[config.mk]
export PLATFORM = sky130hd
export DESIGN_NAME = fence_store_buffer
export DESIGN_NICKNAME = d
export VERILOG_FILES = /design/src/rtl/sfb_pkg.sv /design/src/rtl/sfb_datapath.sv /design/src/rtl/sfb_control.sv /design/src/rtl/fence_store_buffer.sv
export SDC_FILE = /design/constraint.sdc
export NUM_CORES = 1
export LEC_CHECK = 0
export BUFFER_PORTS_ARGS = -buffer_cell sky130_fd_sc_hd__clkbuf_2
export CORE_AREA = 2 2 177 179
export DETAILED_ROUTE_END_ITERATION = 16
export DIE_AREA = 0 0 179 181
export PLACE_DENSITY = 0.84
export SYNTH_ARGS = -nofsm -noshare
export SYNTH_HDL_FRONTEND = slang
export SYNTH_SLANG_ARGS = --single-unit
[constraint.sdc]
create_clock -name clk -period 16.9 [get_ports clk]
set_input_delay 5.07 -clock clk [delete_from_list [all_inputs] [get_ports clk]]
set_output_delay 5.07 -clock clk [all_outputs]
set_load 0.02 [all_outputs]
[src/rtl/sfb_pkg.sv]
package sfb_pkg;

  // Strobes from control to datapath
  typedef struct packed {
    logic wrEn;     // write a new entry
    logic clrEn;    // retire the selected entry
    logic atomSel;  // drive the atomic write on the memory port
  } sfbStrobes_t;

  // 16-bit maximal-length LFSR step
  function automatic logic [15:0] lfsrStep(input logic [15:0] s);
    return {s[14:0], s[15] ^ s[13] ^ s[12] ^ s[10]};
  endfunction

endpackage

[src/rtl/sfb_datapath.sv]
module sfb_datapath
  import sfb_pkg::*;
#(
  parameter int DEPTH = 8,
  parameter int AW    = 16,
  parameter int DW    = 32,
  parameter int IW    = $clog2(DEPTH),
  parameter int GW    = $clog2(DEPTH) + 1
) (
  input  logic                       clk,
  input  logic                       rstN,
  input  sfbStrobes_t                strobes,
  input  logic [IW-1:0]              wrIdx,
  input  logic [GW-1:0]              wrGroup,
  input  logic [IW-1:0]              selIdx,
  input  logic [AW-1:0]              stAddr,
  input  logic [DW-1:0]              stData,
  input  logic [AW-1:0]              atomAddr,
  input  logic [DW-1:0]              atomData,
  output logic [DEPTH-1:0]           validVec,
  output logic [DEPTH-1:0][GW-1:0]   groupVec,
  output logic [AW-1:0]              memAddr,
  output logic [DW-1:0]              memData
);

  logic [AW-1:0] addrQ [DEPTH];
  logic [DW-1:0] dataQ [DEPTH];
  logic [DEPTH-1:0][GW-1:0] groupQ;
  logic [DEPTH-1:0] validQ;

  always_ff @(posedge clk) begin
    if (!rstN) begin
      validQ <= '0;
    end else begin
      if (strobes.clrEn) validQ[selIdx] <= 1'b0;
      if (strobes.wrEn)  validQ[wrIdx]  <= 1'b1;
    end
  end

  for (genvar i = 0; i < DEPTH; i++) begin : g_entry
    always_ff @(posedge clk) begin
      if (strobes.wrEn && wrIdx == IW'(i)) begin
        addrQ[i]  <= stAddr;
        dataQ[i]  <= stData;
        groupQ[i] <= wrGroup;
      end
    end
  end

  assign validVec = validQ;
  assign groupVec = groupQ;

  always_comb begin
    if (strobes.atomSel) begin
      memAddr = atomAddr;
      memData = atomData;
    end else begin
      memAddr = addrQ[selIdx];
      memData = dataQ[selIdx];
    end
  end


  free_slot_chk: assert property (@(posedge clk) disable iff (!rstN)
    strobes.wrEn |-> !validQ[wrIdx]);


  retire_live_chk: assert property (@(posedge clk) disable iff (!rstN)
    strobes.clrEn |-> validQ[selIdx]);


  atom_empty_chk: assert property (@(posedge clk) disable iff (!rstN)
    strobes.atomSel |-> validQ == '0);

endmodule

[src/rtl/sfb_control.sv]
module sfb_control
  import sfb_pkg::*;
#(
  parameter int DEPTH = 8,
  parameter int IW    = $clog2(DEPTH),
  parameter int GW    = $clog2(DEPTH) + 1
) (
  input  logic                     clk,
  input  logic                     rstN,
  input  logic                     stValid,
  input  logic                     fenceIn,
  input  logic                     atomReq,
  input  logic                     idleDrainEn,
  input  logic                     memReady,
  input  logic [DEPTH-1:0]         validVec,
  input  logic [DEPTH-1:0][GW-1:0] groupVec,
  output logic                     stReady,
  output logic                     memValid,
  output logic                     atomDone,
  output sfbStrobes_t              strobes,
  output logic [IW-1:0]            wrIdx,
  output logic [GW-1:0]            wrGroup,
  output logic [IW-1:0]            selIdx
);

  logic [GW-1:0]    curGroup, oldGroup;
  logic             curUsed;
  logic [15:0]      lfsrQ;
  logic             lockValid;
  logic [IW-1:0]    lockIdx;

  logic [DEPTH-1:0] eligible;
  logic             anyElig, full, empty;
  logic [IW-1:0]    freeIdx, pickIdx;
  logic             entryReq, atomIssue, stFire;

  assign full  = &validVec;
  assign empty = ~|validVec;

  for (genvar i = 0; i < DEPTH; i++) begin : g_elig
    assign eligible[i] = validVec[i] && (groupVec[i] == oldGroup);
  end
  assign anyElig = |eligible;

  // lowest free slot
  always_comb begin
    freeIdx = '0;
    for (int i = DEPTH - 1; i >= 0; i--) begin
      if (!validVec[i]) freeIdx = IW'(i);
    end
  end

  // rotating pick from a pseudo-random start point
  always_comb begin
    int unsigned startPt;
    int unsigned cand;
    logic found;
    startPt = int'(lfsrQ) % DEPTH;
    pickIdx = '0;
    found   = 1'b0;
    for (int k = 0; k < DEPTH; k++) begin
      cand = (startPt + k) % DEPTH;
      if (!found && eligible[cand]) begin
        pickIdx = IW'(cand);
        found   = 1'b1;
      end
    end
  end

  assign selIdx    = lockValid ? lockIdx : pickIdx;
  assign entryReq  = lockValid || ((atomReq || idleDrainEn) && anyElig);
  assign atomIssue = atomReq && empty && !lockValid;
  assign memValid  = entryReq || atomIssue;
  assign atomDone  = atomIssue && memReady;

  assign stReady = !full && !atomReq;
  assign stFire  = stValid && stReady;
  assign wrIdx   = freeIdx;
  assign wrGroup = curGroup;

  always_comb begin
    strobes         = '0;
    strobes.wrEn    = stFire;
    strobes.clrEn   = entryReq && memReady;
    strobes.atomSel = atomIssue;
  end

  always_ff @(posedge clk) begin
    if (!rstN) begin
      curGroup  <= '0;
      oldGroup  <= '0;
      curUsed   <= 1'b0;
      lfsrQ     <= 16'hACE1;
      lockValid <= 1'b0;
      lockIdx   <= '0;
    end else begin
      // a fence opens a new span only if the current one holds a store
      if (fenceIn && (curUsed || stFire)) begin
        curGroup <= curGroup + 1'b1;
        curUsed  <= 1'b0;
      end else if (stFire) begin
        curUsed <= 1'b1;
      end
      if (!anyElig && oldGroup != curGroup) oldGroup <= oldGroup + 1'b1;
      if (entryReq && memReady) lfsrQ <= lfsrStep(lfsrQ);
      lockValid <= entryReq && !memReady;
      lockIdx   <= selIdx;
    end
  end


  span_order_chk: assert property (@(posedge clk) disable iff (!rstN)
    (entryReq && memReady) |-> (groupVec[selIdx] == oldGroup));

endmodule

[src/rtl/fence_store_buffer.sv]
module fence_store_buffer
  import sfb_pkg::*;
#(
  parameter int DEPTH = 8,
  parameter int AW    = 16,
  parameter int DW    = 32
) (
  input  logic          clk,
  input  logic          rstN,
  input  logic          stValid,
  output logic          stReady,
  input  logic [AW-1:0] stAddr,
  input  logic [DW-1:0] stData,
  input  logic          fenceIn,
  input  logic          atomReq,
  input  logic [AW-1:0] atomAddr,
  input  logic [DW-1:0] atomData,
  output logic          atomDone,
  input  logic          idleDrainEn,
  output logic          memValid,
  input  logic          memReady,
  output logic [AW-1:0] memAddr,
  output logic [DW-1:0] memData
);

  localparam int IW = $clog2(DEPTH);
  localparam int GW = $clog2(DEPTH) + 1;

  sfbStrobes_t             strobes;
  logic [IW-1:0]           wrIdx, selIdx;
  logic [GW-1:0]           wrGroup;
  logic [DEPTH-1:0]        validVec;
  logic [DEPTH-1:0][GW-1:0] groupVec;

  sfb_control #(.DEPTH(DEPTH), .IW(IW), .GW(GW)) u_ctrl (
    .clk, .rstN, .stValid, .fenceIn, .atomReq, .idleDrainEn, .memReady,
    .validVec, .groupVec, .stReady, .memValid, .atomDone,
    .strobes, .wrIdx, .wrGroup, .selIdx
  );

  sfb_datapath #(.DEPTH(DEPTH), .AW(AW), .DW(DW), .IW(IW), .GW(GW)) u_dp (
    .clk, .rstN, .strobes, .wrIdx, .wrGroup, .selIdx,
    .stAddr, .stData, .atomAddr, .atomData,
    .validVec, .groupVec, .memAddr, .memData
  );


  hold_stable_chk: assert property (@(posedge clk) disable iff (!rstN)
    (memValid && !memReady && atomReq == !strobes.atomSel ? 1'b0 : (memValid && !memReady))
      |=> (memValid && $stable(memAddr) && $stable(memData)));


  quiet_chk: assert property (@(posedge clk) disable iff (!rstN)
    (!idleDrainEn && !atomReq && !$past(memValid)) |-> !memValid);


  store_block_chk: assert property (@(posedge clk) disable iff (!rstN)
    atomReq |-> !stReady);

endmodule

==> results of run 1 <==
cell usage after synthesis (all sizes together), types with 8 or more instances:
| cell | n |
|---|---|
| a21oi | 15 |
| a221o | 37 |
| a221oi | 49 |
| a22oi | 15 |
| a311oi | 37 |
| a31oi | 10 |
| and2 | 9 |
| and3 | 48 |
| buf | 44 |
| clkbuf | 52 |
| dfxtp | 37 |
| edfxtp | 416 |
| inv | 14 |
| mux2i | 150 |
| nand2 | 156 |
| nand3 | 27 |
| nand4 | 9 |
| nor2 | 56 |
| nor3 | 11 |
| nor4 | 8 |
| o21ai | 9 |
| o221a | 12 |
| o32ai | 8 |
| xnor2 | 37 |
| xor2 | 9 |
how the worst max path moves through the flow:
stage,endpoint,start
after floorplan,memAddr[0],atomReq
after global placement,memAddr[15],atomReq
after detailed placement,memAddr[15],atomReq
after CTS,memData[31],atomReq
after global routing,memAddr[0],u_ctrl.lfsrQ[1]
final,memAddr[0],u_ctrl.lfsrQ[1]
per-stage QoR:
| stage | cells | utilization, % | hold WS (ns) |
|---|---|---|---|
| 3_5_place_dp | 1823 | 67.9 | 0.447 |
| 4_1_cts | 1902 | 72.4 | 0.454 |
| 2_1_floorplan | 1352 | - | 0.432 |
| 3_3_place_gp | 1823 | 67.9 | 0.437 |
| 5_1_grt | 1902 | 72.4 | 0.481 |
| 6_report | 1902 | 72.4 | 0.458 |
where the power goes:
part / switching, mW / total, mW / internal, mW
registers: 0.0154 / 1.25 / 1.24
clock network: 0.394 / 0.924 / 0.530
logic: 0.159 / 0.253 / 0.0946
layer usage:
metal,vias up,track usage [%],routed length [um]
met1,6181,37.3,17400
li1,5579,-,-
met2,669,45.7,22200
met3,114,5.64,3920
met5,-,0,0
met4,0,10.2,1510
cell families (layout without fill, tap and decap cells):
kind of cell / after synthesis / in the layout / synth area share, %
AOI/OAI and AO/OA: 237 / 237 / 10.6
DFF: 453 / 453 / 67.5
xor gates and xnor gates: 46 / 46 / 2.05
buffers and inverters: 110 / 264 / 2.78
and+or+nand+nor: 344 / 344 / 8.33
muxes: 158 / 158 / 8.52
adders and majority gates: 4 / 4 / 0.255
state kept, by name, indices dropped and copies added, names as in the netlist:
register / flops
u_ctrl.lockIdx: 3
u_dp.groupVec: 32
u_ctrl.oldGroup: 4
u_ctrl.wrGroup: 4
u_ctrl.curUsed: 1
u_dp.validVec: 8
u_ctrl.lockValid: 1
u_dp.addrQ: 128
u_ctrl.lfsrQ: 16
u_dp.dataQ: 256
worst max-delay path, cell delays in order (launching register included):
cell and delay [ns]:
dfxtp_1 0.84, inv_1 0.40, ha_1 0.72, inv_1 0.37, o32ai_1 0.73, o22ai_1 0.27
nor2_1 0.28, nor4b_4 0.11, nand4_1 0.15, buf_4 0.43, and2_1 0.27, and2_4 0.61
buf_4 0.85, nand2_1 0.12, a311oi_1 0.60, a221o_1 0.21, clkbuf_2 0.17
area by class of cell:
type	instances	area share [%]
Clock inverter	12	0.444
Tap cell	396	2.26
Timing Repair Buffer	171	4.10
Clock buffer	67	5.74
Inverter	14	0.239
Sequential cell	453	60.3
Multi-Input combinational cell	789	27.0
cell usage in the layout (no fill, tap or decap), drive strengths merged, types with 3 or more instances in the layout:
| cell | count |
|---|---|
| edfxtp | 416 |
| clkbuf | 220 |
| nand2 | 156 |
| mux2i | 150 |
| nor2 | 56 |
| a221oi | 49 |
| and3 | 48 |
| xnor2 | 37 |
| dfxtp | 37 |
| a311oi | 37 |
| a221o | 37 |
| nand3 | 27 |
| buf | 18 |
| a21oi | 15 |
| a22oi | 15 |
| inv | 15 |
| o221a | 12 |
| nor3 | 11 |
| a31oi | 10 |
| clkinv | 10 |
| xor2 | 9 |
| nand4 | 9 |
| and2 | 9 |
| o21ai | 9 |
| nor4 | 8 |
| o32ai | 8 |
| mux4 | 7 |
| o22ai | 6 |
| o21a | 5 |
| or2 | 5 |
| a211oi | 4 |
| ha | 4 |
| nor2b | 4 |
| o2111ai | 4 |
| nand2b | 3 |
| o311ai | 3 |
| a21boi | 3 |
==> qor.log, run 1 <==
INFO  outcome        run_status=finished clean
INFO  global_route   grt_pass1_wl=69.2mm
INFO  global_route   grt_util_all_layers=28.0%
INFO  floorplan      io_pins=154
INFO  cts            clock_tree_from_tritoncts=done
INFO  synth          avgSynthCellArea=14.5um2
INFO  synth          postSynth.asyncResetShare=0%
INFO  synth          synth-seq-area-share=67.5%
INFO  final_layout   layout.nets=1,581
INFO  synth          synth_seq_cells=453
INFO  min_path       worstHoldEndpoint=u_ctrl.lfsrQ[9]
INFO  global_route   grt_pass1_vias=12,296
INFO  final_layout   final_layout_size_suffix_gt1_share=18.8%
INFO  detailed_routing wirelength=45.0mm
INFO  power          ir_drop=107uV
INFO  min_path       hold_path_startpoint=u_ctrl.lfsrQ[9]
INFO  detailed_routing drtIter0Drc=1,490
INFO  worst_setup_path timing.critical_path.from_type=flip-flop
INFO  detailed_routing routed-via-count=12,543
INFO  sta            fin_setup_tns=0ns
INFO  synth          synth_cell_types=76
INFO  power          fin_total_pwr=2.43mW
INFO  detailed_routing wl_per_cell=23.7um
INFO  cts            worst_skew_pair.late_latency=0.55ns
INFO  worst_setup_path cp_endpoint_kind=output pin
INFO  synth          postSynth.topFlopCell=edfxtp_1
INFO  global_route   number_of_antenna_violations_at_the_first_check_in_global_routing=0
INFO  min_path       timing.hold.worst_path_depth=2
INFO  cts            clk_root_buffer_cell=clkbuf_16
INFO  sta            clock-skew-final=0.0216ns
INFO  synth          post-synth-top-area-cell=edfxtp_1
INFO  cts            cts_setup_buffers=0
INFO  floorplan      std_cell_rows=64
INFO  worst_setup_path crit_fanout=66
INFO  detailed_routing antenna_violating_nets_left=0
INFO  global_route   overflow=0
INFO  floorplan      die_width=179um
INFO  final_layout   final-seq-area=0.0132mm2
INFO  cts            cts_max_path_buffers=3
INFO  detailed_routing via_per_inst=6.59
INFO  floorplan      dieHeight=181um
INFO  sta            maxSlewHeadroom=15.8%
INFO  placed_design  dpl_worst_slack=4.31ns
INFO  floorplan      core_area=0.0303mm2
INFO  synth          post_synth_instance_area=0.0196mm2
INFO  placed_design  place.port_buffers=153
INFO  placed_design  placed_cell_area=0.0206mm2
INFO  sta            postLayoutSetupSlackWorst=4.06ns
INFO  placed_design  dpl.hpwl=25.1mm
INFO  synth          synth_enable_flop_cells=416
INFO  worst_setup_path worstPathRequired=11.83ns
INFO  sta            timing_hold_violations_final=0
INFO  final_layout   fill_cells=1,867
INFO  synth          post_synth_main_area_contributors=edfxtp_1, mux2i_1, dfxtp_1
INFO  cts            cts.htree.levels=2
INFO  cts            cts_hold_repair.buffers=0
INFO  worst_setup_path regToRegEndpoint=u_dp.validVec[6]
INFO  sta            max_clock_freq=77.9MHz
INFO  sta            worstMarginPinSlew=1.26ns
INFO  worst_setup_path category_of_the_critical_setup_timing_path=reg -> out
INFO  sta            post-route-min-period=12.84ns
INFO  worst_setup_path timing.reg2reg.setup_slack=9.92ns
INFO  power          p_per_area=111mW/mm2
INFO  sta            period_share=76.0%
INFO  sta            slew_viol_final=0
INFO  cts            clock_sinks=453
INFO  final_layout   final_design_area_no_fill=0.0220mm2
INFO  synth          yosys_warnings=0
INFO  power          static-leakage-power=8.20nW
INFO  final_layout   area_growth_syn_to_layout=12.0%
INFO  job            max_cap_violations=0
INFO  floorplan      floorplan.initialDensity=64.6%
INFO  cts            cts_resized=0
INFO  final_layout   multi_input_comb_area=0.00592mm2
INFO  synth          post_syn_nets=1,459
INFO  cts            numCtsBuffers=45
INFO  worst_setup_path r2r_start=u_ctrl.lfsrQ[1]
INFO  synth          netlist_instances=1,352
INFO  worst_setup_path timing.critical_path.arrival=7.77ns
INFO  final_layout   ant_diodes=0
INFO  sta            grt_setup_unrepaired=false
INFO  detailed_routing remaining_drc_errors=0
INFO  floorplan      floorplan.die_area=0.0324mm2
INFO  synth          synth.top_cell.area_share=63.7%
INFO  global_route   grt_start_max_net_pins=89
INFO  sta            timing.final.setup_violations=0
INFO  min_path       path_class_of_the_lowest_slack_min_delay_path=reg -> reg
INFO  worst_setup_path rr_worst_depth=14
INFO  detailed_routing drt_first_pass_iters=6
INFO  cts            clk_transition_reported_paths=0.06ns
INFO  placed_design  gp_routability_congestion=0.964
No activity file was read; power rests on OpenSTA's default activity.
==> inputs of run 2 (changes only) <==
Settings changed: CORE_AREA 2 2 177 179 to 2 2 194 196, DIE_AREA 0 0 179 181 to 0 0 196 198, PLACE_DENSITY 0.84 to 0.74.
Clock period 16.9 ns to 11.8 ns, I/O delays scaled along.
==> run 2 against run 1 <==
Net effect:
- cell area rose by 1.1%
- worst setup slack got worse by 2.5 ns
- sequential power rose by 43%
- critical endpoint is now memData[16]
- largest power group unchanged
- highest routed layer unchanged
==> qor.log, run 2 (synthesis gave the netlist of run 1 again) <==
INFO  power          static-leakage-power=8.28nW [was 8.20 nW]
INFO  sta            slew_viol_final=0 [unchanged]
INFO  power          power_frac_comb=10.3% [was 10.4%]
INFO  placed_design  place.port_buffers=153 [unchanged]
INFO  cts            numCtsBuffers=46 [was 45]
INFO  sta            fin_setup_tns=0ns [unchanged]
INFO  worst_setup_path cp_endpoint_kind=output pin [unchanged]
INFO  final_layout   final_layout_size_suffix_gt1_share=19.6% [was 18.8%]
INFO  sta            timing.final.setup_violations=0 [unchanged]
INFO  placed_design  placed_cell_area=0.0208mm2 [was 0.0206 mm2]
INFO  final_layout   ant_diodes=0 [unchanged]
INFO  global_route   grt_pass1_wl=69.7mm [was 69.2 mm]
INFO  sta            period_share=86.7%
INFO  power          power_switching_share=23.9% [was 23.4%]
INFO  global_route   top_usage_layer_grt=met2 [unchanged]
INFO  cts            cts.htree.levels=2 [unchanged]
INFO  detailed_routing drtIter0Drc=1,085 [was 1,490]
INFO  power          p_per_area=159mW/mm2 [was 111 mW/mm2]
INFO  final_layout   layout.nets=1,590 [was 1,581]
INFO  floorplan      floorplan.die_area=0.0388mm2 [was 0.0324 mm2]
INFO  cts            cts_resized=0 [unchanged]
INFO  detailed_routing wl_per_cell=22.7um [was 23.7 um]
INFO  detailed_routing drt_first_pass_iters=7 [was 6]
INFO  power          power.internal=2.68mW [was 1.86 mW]
INFO  cts            worst_skew_pair.late_latency=0.58ns [was 0.55 ns]
INFO  power          power.switching=844uW [was 568 uW]
INFO  final_layout   final_core_utilization=60.1% [was 72.4%]
INFO  min_path       path_class_of_the_lowest_slack_min_delay_path=reg -> reg [unchanged]
INFO  sta            post-route-min-period=10.23ns
INFO  final_layout   reg_with_most_ffs=u_dp.dataQ [unchanged]
INFO  power          power.share.sequential=50.8% [was 51.5%]
INFO  worst_setup_path crit_fanout=88 [was 66]
INFO  cts            clk_root_buffer_cell=clkbuf_16 [unchanged]
INFO  worst_setup_path worstPathRequired=8.26ns [was 11.83 ns]
INFO  global_route   overflow=0 [unchanged]
INFO  global_route   number_of_antenna_violations_at_the_first_check_in_global_routing=0 [unchanged]
INFO  floorplan      std_cell_rows=71 [was 64]
INFO  cts            clock_sinks=453 [unchanged]
INFO  outcome        run_status=finished clean [unchanged]
INFO  worst_setup_path category_of_the_critical_setup_timing_path=reg -> out [unchanged]
INFO  final_layout   mostFrequentLayoutCells=edfxtp_1, nand2_1, clkbuf_2 [unchanged]
INFO  global_route   use_met1=31.8% [was 37.3%]
INFO  cts            clock_tree_from_tritoncts=done [unchanged]
INFO  detailed_routing remaining_drc_errors=0 [unchanged]
INFO  global_route   globalRouteMet3Util=5.33% [was 5.64%]
INFO  cts            cts_max_path_buffers=3 [unchanged]
INFO  power          ir_drop=141uV [was 107 uV]
INFO  sta            timing_hold_violations_final=0 [unchanged]
INFO  job            max_cap_violations=0 [unchanged]
INFO  cts            clk_transition_reported_paths=0.06ns [about the same]
INFO  detailed_routing wirelength=45.3mm [was 45.0 mm]
INFO  worst_setup_path timing.critical_path.arrival=6.69ns [was 7.77 ns]
INFO  placed_design  gp_routability_congestion=0.885 [was 0.964]
INFO  floorplan      die_width=196um [was 179 um]
INFO  final_layout   final_design_area_no_fill=0.0222mm2 [was 0.0220 mm2]
INFO  global_route   grt_util_met2=36.9% [was 45.7%]
INFO  global_route   grt_start_max_net_pins=89 [unchanged]
INFO  global_route   grt_util_all_layers=23.5% [was 28.0%]
INFO  cts            cts_setup_buffers=0 [unchanged]
INFO  floorplan      floorplan.initialDensity=53.1% [was 64.6%]
INFO  detailed_routing routed-via-count=12,255 [was 12,543]
INFO  placed_design  dpl.hpwl=26.1mm [was 25.1 mm]
INFO  floorplan      core_area=0.0370mm2 [was 0.0303 mm2]
INFO  final_layout   area_growth_syn_to_layout=13.2% [was 12.0%]
INFO  sta            grt_setup_unrepaired=false [unchanged]
INFO  final_layout   largest_register_ff_count=256 [unchanged]
INFO  cts            cts_hold_repair.buffers=0 [unchanged]
INFO  sta            worstMarginPinSlew=1.01ns [was 1.26 ns]
INFO  worst_setup_path timing.critical_path.from_type=flip-flop [unchanged]
INFO  sta            max_clock_freq=97.8MHz
INFO  floorplan      io_pins=154 [unchanged]
INFO  global_route   grt_pass1_vias=12,247 [was 12,296]
INFO  floorplan      dieHeight=198um [was 181 um]
INFO  power          pwr-share-clk=38.9% [was 38.1%]
INFO  sta            clock-skew-final=0.0229ns [was 0.0216 ns]
INFO  detailed_routing via_per_inst=6.16 [was 6.59]
INFO  sta            maxSlewHeadroom=32.4% [was 15.8%]
INFO  power          fin_total_pwr=3.53mW [was 2.43 mW]
INFO  final_layout   layout.cells.most_common=edfxtp_1 [unchanged]
INFO  detailed_routing antenna_violating_nets_left=0 [unchanged]
## run 2: cell types whose count changed in the layout (fill, tap and decap cells not counted), sizes merged
cell,previous run,this run
clkinv,10,11
clkbuf,220,218
buf,18,26
inv,15,18
clkinvlp,0,1
## run 2: worst paths after layout
check	end	from	slack, ns	depth (start not counted)
worst max-delay path	memData[16]	u_ctrl.lfsrQ[0]	1.57	16
worst min-delay path	u_ctrl.lfsrQ[12]	u_ctrl.lfsrQ[11]	0.45	2
worst max register to register	u_dp.validVec[3]	u_ctrl.lfsrQ[0]	5.98	14
worst min register to register	u_ctrl.lfsrQ[12]	u_ctrl.lfsrQ[11]	0.45	2
## run 2: critical path, cell delays in order, from the launching register on
cell,delay [ns]
dfxtp_1,0.30
buf_4,0.31
inv_2,0.26
ha_1,0.66
inv_1,0.36
o32ai_1,0.69
o22ai_1,0.28
nor2_1,0.29
a211oi_1,0.12
o31a_1,0.33
buf_4,0.30
and2_1,0.27
nand2_4,0.68
a221oi_1,0.23
a311oi_1,0.43
a221o_1,0.26
clkbuf_2,0.20
## run 2: final cells by class
cell class | count | area, um2
clock buffers | 65 | 1270
multi-input cells | 789 | 5920
clock inverters | 17 | 138
inverters | 14 | 52.6
repair buffers | 179 | 986
fillers | 2812 | 14800
flip-flops and latches | 453 | 13200
well taps | 474 | 593
## run 2: per-stage QoR
stage          hold WS, ns  setup slack, ns  instances
2_1_floorplan        0.432             3.52       1352
3_3_place_gp         0.438             2.26       1909
3_5_place_dp         0.448             2.26       1909
4_1_cts              0.456             1.60       1991
5_1_grt              0.476             1.04       1991
6_report             0.454             1.57       1991
## run 2: metal layers
metal	routed length, um	vias to the layer above
met2	21100	454
met1	19300	6098
li1	-	5614
met4	1650	0
met5	0	-
met3	3250	89
## run 2: power by group through the flow
stage	clock network [mW]	registers, mW	logic, mW
3_5_place_dp	0	1.83	0.364
2_1_floorplan	0	1.81	0.265
4_1_cts	1.39	1.79	0.367
3_3_place_gp	0	1.82	0.358
5_1_grt	1.46	1.79	0.394
6_report	1.37	1.79	0.364
==> inputs of run 3 (changes only) <==
--- a/config.mk
+++ b/config.mk
@@ -7,2 +7,3 @@
 export LEC_CHECK = 0
+export ABC_CLOCK_PERIOD_IN_PS = 11800
 export BUFFER_PORTS_ARGS = -buffer_cell sky130_fd_sc_hd__clkbuf_2
@@ -11,2 +12,3 @@
 export DIE_AREA = 0 0 196 198
+export HOLD_SLACK_MARGIN = 0.12
 export PLACE_DENSITY = 0.74
--- a/constraint.sdc
+++ b/constraint.sdc
@@ -3,2 +3,2 @@
 set_output_delay 3.54 -clock clk [all_outputs]
-set_load 0.02 [all_outputs]
+set_load 0.05 [all_outputs]
==> run 3 against run 2 <==
Net effect:
- fmax fell by 0.61%
- highest routed layer is now met5
- hold slack improved by 0.0025 ns
- critical endpoint unchanged
- largest cell class unchanged
- global-route usage fell by 0.45 points
- cell area fell by 0.13%
- clock power barely moved
- routed wire length fell by 0.83%
- final cell count fell by 0.10%
- via count fell by 0.15%
- non-clock buffer count fell by 2
==> qor.log, run 3 (synthesis gave the netlist of run 1 again) <==
INFO  outcome        run_status=finished clean [unchanged]
INFO  global_route   grt_pass1_vias=12,045 [was 12,247]
INFO  power          power.internal=2.69mW [was 2.68 mW]
INFO  detailed_routing wirelength=44.9mm [was 45.3 mm]
INFO  detailed_routing drtIter0Drc=1,143 [was 1,085]
INFO  final_layout   layout.nets=1,587 [was 1,590]
INFO  detailed_routing wl_per_cell=22.6um [was 22.7 um]
INFO  global_route   number_of_antenna_violations_at_the_first_check_in_global_routing=2 [was 0]
INFO  sta            timing.final.setup_violations=0 [unchanged]
INFO  detailed_routing remaining_drc_errors=0 [unchanged]
INFO  final_layout   largest_register_ff_count=256 [unchanged]
INFO  final_layout   fill_cells=2,777 [was 2,812]
INFO  floorplan      io_pins=154 [unchanged]
INFO  detailed_routing antenna_violating_nets_left=0 [unchanged]
INFO  floorplan      floorplan.die_area=0.0388mm2 [unchanged]
INFO  sta            timing_hold_violations_final=0 [unchanged]
INFO  power          power_switching_share=25.1% [was 23.9%]
INFO  cts            cts_max_path_buffers=3 [unchanged]
INFO  final_layout   final-seq-area=0.0132mm2 [unchanged]
INFO  worst_setup_path category_of_the_critical_setup_timing_path=reg -> out [unchanged]
INFO  placed_design  placed_cell_area=0.0208mm2 [about the same]
INFO  floorplan      core_area=0.0370mm2 [unchanged]
INFO  min_path       path_class_of_the_lowest_slack_min_delay_path=reg -> reg [unchanged]
INFO  cts            cts_resized=0 [unchanged]
INFO  cts            cts_setup_buffers=0 [unchanged]
INFO  global_route   grt_util_all_layers=23.0% [was 23.5%]
INFO  power          static-leakage-power=8.27nW [was 8.28 nW]
INFO  cts            clk_transition_reported_paths=0.06ns [about the same]
INFO  power          ir_drop=139uV [was 141 uV]
INFO  final_layout   mostFrequentLayoutCells=edfxtp_1, nand2_1, clkbuf_2 [unchanged]
INFO  final_layout   reg_with_most_ffs=u_dp.dataQ [unchanged]
INFO  power          pwr-share-clk=38.1% [was 38.9%]
INFO  final_layout   multi_input_comb_area=0.00592mm2 [unchanged]
INFO  worst_setup_path worstPathRequired=8.26ns [about the same]
INFO  worst_setup_path crit_fanout=71 [was 88]
INFO  cts            clk_root_buffer_cell=clkbuf_16 [unchanged]
INFO  detailed_routing routed-via-count=12,237 [was 12,255]
INFO  cts            cts.htree.levels=2 [unchanged]
INFO  sta            maxSlewHeadroom=36.7% [was 32.4%]
INFO  final_layout   layout.cells.most_common=edfxtp_1 [unchanged]
INFO  placed_design  gp_routability_congestion=0.882 [was 0.885]
INFO  detailed_routing via_per_inst=6.15 [was 6.16]
INFO  floorplan      die_width=196um [unchanged]
INFO  sta            post-route-min-period=10.29ns [was 10.23 ns]
INFO  final_layout   ant_diodes=0 [unchanged]
INFO  placed_design  dpl.hpwl=26.0mm [was 26.1 mm]
INFO  power          power.switching=901uW [was 844 uW]
INFO  cts            worst_skew_pair.late_latency=0.56ns [was 0.58 ns]
INFO  placed_design  place.port_buffers=153 [unchanged]
INFO  cts            numCtsBuffers=45 [was 46]
INFO  global_route   grt_pass1_wl=68.6mm [was 69.7 mm]
INFO  sta            slew_viol_final=0 [unchanged]
INFO  job            max_cap_violations=0 [unchanged]
INFO  final_layout   final_layout_size_suffix_gt1_share=19.5% [was 19.6%]
INFO  final_layout   area_growth_syn_to_layout=13.0% [was 13.2%]
INFO  global_route   grt_start_max_net_pins=75 [was 89]
INFO  sta            postLayoutSetupSlackWorst=1.51ns [was 1.57 ns]
INFO  power          p_per_area=162mW/mm2 [was 159 mW/mm2]
INFO  cts            clock_tree_from_tritoncts=done [unchanged]
INFO  floorplan      std_cell_rows=71 [unchanged]
INFO  floorplan      floorplan.initialDensity=53.1% [unchanged]
INFO  final_layout   final_design_area_no_fill=0.0222mm2 [about the same]
INFO  power          power_frac_comb=12.0% [was 10.3%]
INFO  placed_design  dp.cells=1,907 [was 1,909]
INFO  sta            worstMarginPinSlew=0.948ns [was 1.01 ns]
INFO  cts            clock_sinks=453 [unchanged]
INFO  worst_setup_path timing.critical_path.from_type=flip-flop [unchanged]
INFO  sta            fin_setup_tns=0ns [unchanged]
INFO  final_layout   layout.cells.non_filler=1,989 [was 1,991]
INFO  sta            period_share=87.2% [was 86.7%]
INFO  worst_setup_path timing.critical_path.arrival=6.75ns [was 6.69 ns]
INFO  global_route   overflow=0 [unchanged]
INFO  sta            grt_setup_unrepaired=false [unchanged]
INFO  worst_setup_path cp_endpoint_kind=output pin [unchanged]
INFO  detailed_routing drt_first_pass_iters=6 [was 7]
INFO  floorplan      dieHeight=198um [unchanged]
INFO  power          power.share.sequential=49.9% [was 50.8%]
INFO  cts            cts_hold_repair.buffers=0 [unchanged]
INFO  sta            max_clock_freq=97.2MHz [was 97.8 MHz]
INFO  sta            clock-skew-final=0.0187ns [was 0.0229 ns]
INFO  placed_design  dpl_worst_slack=2.16ns [was 2.26 ns]
==> run 3: cell types whose count changed in the layout (fill, tap and decap cells not counted) <==
cell,previous run,this run
clkbuf_1,14,11
clkinv_8,1,0
bufinv_16,1,3
inv_6,4,2
buf_4,24,23
clkbuf_8,5,2
clkinv_2,5,8
clkbuf_16,46,45
clkinv_1,4,8
buf_12,2,1
inv_16,0,1
==> run 3: final timing paths <==
| path | startpoint | endpoint | slack (ns) | cells after the start |
|---|---|---|---|---|
| max | u_ctrl.lfsrQ[0] | memData[16] | 1.51 | 16 |
| min | u_ctrl.lfsrQ[7] | u_ctrl.lfsrQ[8] | 0.46 | 2 |
| max reg2reg | u_ctrl.lfsrQ[0] | u_dp.validVec[3] | 6.10 | 15 |
| min reg2reg | u_ctrl.lfsrQ[7] | u_ctrl.lfsrQ[8] | 0.46 | 2 |
==> run 3: worst max-delay path, cell delays in order, from the launching register on <==
cell,delay [ns]
dfxtp_1,0.31
buf_4,0.29
inv_2,0.24
ha_1,0.66
inv_1,0.35
o32ai_1,0.72
o22ai_1,0.29
nor2_1,0.31
a211oi_1,0.13
o31a_1,0.31
buf_4,0.26
and2_1,0.27
nand2_4,0.57
a221oi_1,0.20
a311oi_1,0.70
a221o_1,0.21
clkbuf_2,0.27
==> run 3: power by group through the flow <==
stage / Clock [mW] / Combinational, mW / Sequential (mW)
2_1_floorplan: 0 / 0.333 / 1.81
3_3_place_gp: 0 / 0.425 / 1.82
3_5_place_dp: 0 / 0.431 / 1.83
4_1_cts: 1.39 / 0.433 / 1.79
5_1_grt: 1.45 / 0.460 / 1.79
6_report: 1.37 / 0.431 / 1.79
==> run 3: stage by stage <==
stage                     utilization [%]  hold WS, ns  power [mW]
final                                60.0        0.457        3.59
after global routing                 60.0        0.470        3.71
after detailed placement             56.2        0.449        2.26
after floorplan                         -        0.432        2.14
after global placement               56.2        0.436        2.25
after CTS                            60.0        0.460        3.61
==> run 3: final cells by class <==
| type | count | share of cell area [%] |
|---|---|---|
| multi-input cells | 789 | 26.7 |
| repair buffers | 177 | 4.32 |
| flip-flops and latches | 453 | 59.7 |
| inverters | 14 | 0.237 |
| clock buffers | 58 | 5.39 |
| well taps | 474 | 2.68 |
| clock inverters | 24 | 0.965 |
==> run 3: routing by layer <==
| layer | GRT usage, % | vias to the layer above | share of wire (%) |
|---|---|---|---|
| li1 | - | 5611 | - |
| met1 | 30.4 | 6045 | 41 |
| met2 | 37.8 | 487 | 48 |
| met3 | 4.89 | 90 | 7.8 |
| met4 | 8.59 | 4 | 2.9 |
| met5 | 0 | - | 0.045 |
